==> config.mk <==
export PLATFORM = sky130hd
export DESIGN_NAME = seq_data_port
export DESIGN_NICKNAME = d
export VERILOG_FILES = /design/src/rtl/sdp_pkg.sv /design/src/rtl/sdp_phase.sv /design/src/rtl/sdp_lane_sel.sv /design/src/rtl/sdp_wr_pack.sv /design/src/rtl/seq_data_port.sv
export SDC_FILE = /design/constraint.sdc
export NUM_CORES = 1
export LEC_CHECK = 0
export ABC_AREA = 1
export BUFFER_PORTS_ARGS = -buffer_cell sky130_fd_sc_hd__buf_2
export CORE_MARGIN = 4
export CORE_UTILIZATION = 30
export DETAILED_ROUTE_END_ITERATION = 12
export PLACE_DENSITY = 0.51
export SYNTH_ARGS = -nofsm -noshare
export SYNTH_HDL_FRONTEND = slang
export SYNTH_SLANG_ARGS = --single-unit
==> constraint.sdc <==
create_clock -name clk_i -period 3.7 [get_ports clk_i]
set_input_delay 0.185 -clock clk_i [delete_from_list [all_inputs] [get_ports clk_i]]
set_output_delay 0.185 -clock clk_i [all_outputs]
set_load 0.005 [all_outputs]
==> src/rtl/sdp_pkg.sv <==
package sdp_pkg;
  typedef enum logic {PH_EVEN = 1'b0, PH_ODD = 1'b1} phase_e;
endpackage

==> src/rtl/sdp_phase.sv <==
module sdp_phase
  import sdp_pkg::*;
(
  input  logic clk_i,
  input  logic rst_ni,
  input  logic cmd_wr_i,
  input  logic access_i,
  output logic odd_o
);
  phase_e ph_q;

  always_ff @(posedge clk_i or negedge rst_ni) begin
    if (!rst_ni)       ph_q <= PH_EVEN;
    else if (cmd_wr_i) ph_q <= PH_EVEN;
    else if (access_i) ph_q <= (ph_q == PH_EVEN) ? PH_ODD : PH_EVEN;
  end

  assign odd_o = (ph_q == PH_ODD);

  assert_cmd_even_R2: assert property (@(posedge clk_i) disable iff (!rst_ni)
    cmd_wr_i |=> !odd_o);
  assert_phase_toggle_R3: assert property (@(posedge clk_i) disable iff (!rst_ni)
    (access_i && !cmd_wr_i) |=> (odd_o != $past(odd_o)));
  assert_phase_idle_R3: assert property (@(posedge clk_i) disable iff (!rst_ni)
    (!access_i && !cmd_wr_i) |=> $stable(odd_o));
endmodule

==> src/rtl/sdp_lane_sel.sv <==
module sdp_lane_sel #(
  parameter int HALF_W = 16
) (
  input  logic [2*HALF_W-1:0] word_i,
  input  logic                odd_i,
  input  logic                big_i,
  output logic [HALF_W-1:0]   half_o
);
  localparam int NB = HALF_W / 8;
  // upper half goes out on LE-odd and BE-even
  logic sel_hi;
  assign sel_hi = odd_i ^ big_i;

  for (genvar b = 0; b < NB; b++) begin : g_lane
    assign half_o[b*8 +: 8] = sel_hi ? word_i[HALF_W + b*8 +: 8] : word_i[b*8 +: 8];
  end
endmodule

==> src/rtl/sdp_wr_pack.sv <==
module sdp_wr_pack #(
  parameter int HALF_W = 16
) (
  input  logic                clk_i,
  input  logic                rst_ni,
  input  logic                wr_even_i,
  input  logic                wr_odd_i,
  input  logic                big_i,
  input  logic [HALF_W-1:0]   data_i,
  output logic                push_o,
  output logic [2*HALF_W-1:0] word_o
);
  logic [HALF_W-1:0] hold_q;

  always_ff @(posedge clk_i or negedge rst_ni) begin
    if (!rst_ni) begin
      hold_q <= '0;
      push_o <= 1'b0;
      word_o <= '0;
    end else begin
      push_o <= wr_odd_i;
      if (wr_even_i) hold_q <= data_i;
      if (wr_odd_i)  word_o <= big_i ? {hold_q, data_i} : {data_i, hold_q};
    end
  end

  assert_push_single_R7: assert property (@(posedge clk_i) disable iff (!rst_ni)
    push_o |=> !push_o);
  assert_push_src_R9: assert property (@(posedge clk_i) disable iff (!rst_ni)
    push_o |-> $past(wr_odd_i));
  assert_even_no_push_R9: assert property (@(posedge clk_i) disable iff (!rst_ni)
    wr_even_i |=> !push_o);
endmodule

==> src/rtl/seq_data_port.sv <==
module seq_data_port
  import sdp_pkg::*;
#(
  parameter int HALF_W = 16,
  parameter int MODE_W = 16
) (
  input  logic                clk_i,
  input  logic                rst_ni,
  input  logic                cmd_wr_i,
  input  logic                mode_wr_i,
  input  logic [MODE_W-1:0]   mode_data_i,
  input  logic                dp_rd_i,
  input  logic                dp_wr_i,
  input  logic [HALF_W-1:0]   host_wdata_i,
  output logic [HALF_W-1:0]   host_rdata_o,
  output logic                big_endian_o,
  output logic                fetch_o,
  input  logic [2*HALF_W-1:0] fetch_data_i,
  output logic                push_o,
  output logic [2*HALF_W-1:0] push_data_o
);
  localparam int WORD_W = 2 * HALF_W;

  logic [MODE_W-1:0] mode_q;
  logic [WORD_W-1:0] word_q;
  logic [WORD_W-1:0] rd_word;
  logic [HALF_W-1:0] rd_half;
  logic              odd;
  logic              rd_acc, wr_acc;

  // command write wins; read wins over a colliding write
  assign rd_acc = dp_rd_i & ~cmd_wr_i;
  assign wr_acc = dp_wr_i & ~dp_rd_i & ~cmd_wr_i;

  always_ff @(posedge clk_i or negedge rst_ni) begin
    if (!rst_ni)        mode_q <= '0;
    else if (mode_wr_i) mode_q <= mode_data_i;
  end
  assign big_endian_o = |mode_q;

  sdp_phase u_phase (
    .clk_i    (clk_i),
    .rst_ni   (rst_ni),
    .cmd_wr_i (cmd_wr_i),
    .access_i (rd_acc | wr_acc),
    .odd_o    (odd)
  );

  assign fetch_o = rd_acc & ~odd;
  assign rd_word = odd ? word_q : fetch_data_i;

  sdp_lane_sel #(.HALF_W(HALF_W)) u_rd_sel (
    .word_i (rd_word),
    .odd_i  (odd),
    .big_i  (big_endian_o),
    .half_o (rd_half)
  );

  always_ff @(posedge clk_i or negedge rst_ni) begin
    if (!rst_ni) begin
      word_q       <= '0;
      host_rdata_o <= '0;
    end else begin
      if (fetch_o) word_q <= fetch_data_i;
      if (rd_acc)  host_rdata_o <= rd_half;
    end
  end

  sdp_wr_pack #(.HALF_W(HALF_W)) u_wr (
    .clk_i     (clk_i),
    .rst_ni    (rst_ni),
    .wr_even_i (wr_acc & ~odd),
    .wr_odd_i  (wr_acc & odd),
    .big_i     (big_endian_o),
    .data_i    (host_wdata_i),
    .push_o    (push_o),
    .word_o    (push_data_o)
  );

  assert_fetch_even_R6: assert property (@(posedge clk_i) disable iff (!rst_ni)
    fetch_o |-> (!odd && !cmd_wr_i && dp_rd_i));
  assert_cmd_blocks_R2: assert property (@(posedge clk_i) disable iff (!rst_ni)
    cmd_wr_i |-> (!fetch_o) ##1 !push_o);
  assert_status_R10: assert property (@(posedge clk_i) disable iff (!rst_ni)
    $past(mode_wr_i) |-> (big_endian_o == ($past(mode_data_i) != '0)));
  assert_rdata_hold_R11: assert property (@(posedge clk_i) disable iff (!rst_ni)
    !$past(rd_acc) |-> $stable(host_rdata_o));
endmodule

==> flow_metrics.py <==
metrics = {
    "global_routing": {
        "overflow": 0,
        "grt_max_degree": 65,
        "grt-busiest-layer": "met2",
        "use_met1": 0.197,
        "grt_usage": 0.147,
        "grt_pass1_vias": 4515,
        "grt_pass1_wl_um": 23100,
        "grt_use_met2": 0.232,
        "antenna_found_initial": 0,
        "met3_usage": 0.0408,
    },
    "synthesis": {
        "synth_top_cells_by_count": "nand2_1 (180), dfrtp_1 (114), o21ai_0 (77), o21ai_1 (51), nor2_1 (43)",
        "synth.most_common_cell": "nand2_1",
        "synth_edf_count": 0,
        "synth-async-reset-ratio": 1.00,
        "seq_area_frac_synth": 0.549,
        "synthesis.area_mm2": 0.00519,
        "synth_cell_type_count": 21,
        "synth_seq_cells": 114,
        "yosysWarningCount": 0,
        "syn_nets": 666,
        "syn_avg_cell_area_um2": 8.71,
        "synth_top_area_frac": 0.549,
        "synth_ff_type": "dfrtp_1",
        "synthesis.instances": 596,
        "yosys-top-cells-area": "dfrtp_1 (55%), nand2_1 (13%), o21ai_0 (7.4%)",
        "synth_top_area_cell": "dfrtp_1",
    },
    "cells_and_area": {
        "final_cells": 953,
        "final_nets": 790,
        "drive_gt1_frac": 0.261,
        "synthToLayoutAreaGrowth_pct": 30.2,
        "n_antenna_cell": 0,
        "final_util": 0.403,
        "fillers": 1698,
    },
    "setup_path": {
        "cp_max_fo": 64,
        "crit_top_cell": "inv_2",
        "regToRegEndpoint": "u_wr.word_o[10]",
        "cpMaxStageDelayCell": "dlygate4sd3_1",
        "r2r_slack_ns": 1.66,
        "reg2reg_from": "u_phase.odd_o",
        "reg2reg_depth": 5,
        "cp-start-kind": "input port",
        "cp_cell_sequence": "dlygate4sd3_1 > buf_2 > nor2_4 > inv_2 > nor2_2 > inv_2 > o21ai_0",
        "critPathRequiredTime_ns": 4.01,
        "critical_path_buf_inv_count": 4,
        "cp_data_arrival_time_ns": 2.46,
        "critPathLaunch": "cmd_wr_i",
        "cp.depth": 7,
        "endpoint_kind": "register",
        "crit_path_end": "word_q[16]",
        "crit_family": "buffers and inverters",
        "crit_type": "in2reg",
        "crit_path_max_incr_delay_ns": 0.54,
    },
    "floorplanning": {
        "die_w_um": 140,
        "die_area_mm2": 0.0195,
        "coreArea_mm2": 0.0168,
        "pin_count": 121,
        "start_util": 0.310,
        "die_y_um": 140,
        "rows": 47,
    },
    "detailed_routing": {
        "avgRoutedWirePerCell_um": 14.5,
        "routed_wl_um": 13900,
        "drt_iter0_markers": 210,
        "viasPerCell": 4.69,
        "drc": 0,
        "ant_nets": 0,
        "firstDrtPassIters": 4,
        "vias": 4465,
    },
    "sta": {
        "hold_viol": 0,
        "grt_setup_unrepaired": "no",
        "setup_tns_ns": 0,
        "timing.hold.ws_ns": 0.0123,
        "drv_slew": 0,
        "slew_headroom": 0.372,
        "fmax_mhz": 465,
        "period_share": 0.581,
        "worst_slew_pin_slew_ns": 0.941,
        "fin_crit_ns": 2.15,
        "skew_ns": 0.00702,
        "setup_violations": 0,
    },
    "power": {
        "finalPower_mw": 4.11,
        "peakVddDrop_uv": 319,
        "p_per_area_mw_per_mm2": 608,
        "total_leakage_power_nw": 3.40,
    },
    "outcome": {
        "outcome": "finished, final reports clean",
    },
    "min_path": {
        "hold_path.class": "in2reg",
    },
    "clock_network": {
        "cts_root_buf": "clkbuf_16",
        "numCtsBuffers": 17,
        "cts_sinks": 114,
        "holdBufCountCts": 15,
        "clockBufferDepth": 2,
        "clk_pin_slew_ns": 0.05,
        "clkLatencyLatePin_ns": 0.41,
        "cts_tree": "yes",
        "post-cts-setup-buffers": 0,
        "cts_max_level": 4,
        "cts_resized": 0,
    },
    "placement": {
        "gp_congestion": 0.824,
        "dpl.hpwl_um": 9330,
        "portBuffers": 120,
        "place_inst": 906,
    },
    "job": {
        "drv_cap": 0,
    },
}
==> kinds of logic (layout without fill, tap and decap cells) <==
group / Yosys count / in the layout / synth area share
muxes: 32 / 32 / 0.0694
DFF: 114 / 114 / 0.549
AOI/OAI and AO/OA: 128 / 128 / 0.123
and+or+nand+nor: 251 / 251 / 0.199
buffers and inverters: 71 / 208 / 0.0590
==> flip-flops by register name (all words and copies together), names as in the netlist <==
register / count
u_wr.word_o: 32
word_q: 32
host_rdata_o: 16
mode_q: 16
u_wr.hold_q: 16
u_phase.odd_o: 1
u_wr.push_o: 1
==> how the worst min path moves through the flow <==
stage	cells past startpoint	start	endpoint	slack, ns
finish	2	host_wdata_i[13]	u_wr.hold_q[13]	0.01
global route	2	mode_data_i[14]	mode_q[14]	0.01
floorplan	0	rst_ni	host_rdata_o[0]	-0.11
detailed placement	1	rst_ni	word_q[3]	0.32
global placement	1	rst_ni	word_q[1]	0.31
CTS	2	host_wdata_i[13]	u_wr.hold_q[13]	0.001
==> layout by cell type (no fill, tap or decap), types with 2 or more instances in the layout <==
cell type      count
buf_2            119
buf_4              3
bufinv_16          6
clkbuf_1           2
clkbuf_16         17
clkinvlp_4         4
dfrtp_1          113
dlygate4sd3_1     15
inv_1             32
inv_2              6
mux2_1            10
mux2_2            22
nand2_1          180
nand2_4            3
nand3_1           17
nor2_1            43
nor2_4             3
nor3_1             2
o21ai_0           77
o21ai_1           51
==> cell type report <==
class / count / area, um2 / area share
clock buffers: 19 / 433 / 0.0640
inverters: 38 / 143 / 0.0211
multi-input cells: 411 / 2030 / 0.301
repair buffers: 138 / 788 / 0.117
flip-flops and latches: 114 / 2850 / 0.422
well taps: 220 / 275 / 0.0407
clock inverters: 13 / 233 / 0.0344
==> per-layer routing <==
layer / part of all wire / up-vias / wire, um
li1: - / 2174 / -
met1: 0.46 / 2156 / 6380
met2: 0.47 / 121 / 6490
met3: 0.058 / 14 / 808
met4: 0.013 / 0 / 180
met5: 0 / - / 0
==> worst reg2reg max path, stage by stage, from the launching register on <==
cell,delay [ns]
dfrtp_2,0.75
nand3_1,0.14
buf_4,0.27
inv_2,0.43
o21ai_0,0.18
o21ai_1,0.18
==> report_power, final <==
part	internal [mW]	total [mW]	switching [mW]
logic	0.286	0.592	0.306
registers	1.50	1.66	0.161
clock network	1.26	1.86	0.595
==> metrics by stage <==
| stage | cell area [um2] | worst slack, ns |
|---|---|---|
| 6_report | 6760 | 1.55 |
| 3_5_place_dp | 5940 | 1.64 |
| 3_3_place_gp | 5940 | 1.68 |
| 5_1_grt | 6760 | 1.30 |
| 4_1_cts | 6760 | 1.53 |
| 2_1_floorplan | 5190 | 2.32 |
No activity file was read; power rests on OpenSTA's default activity.
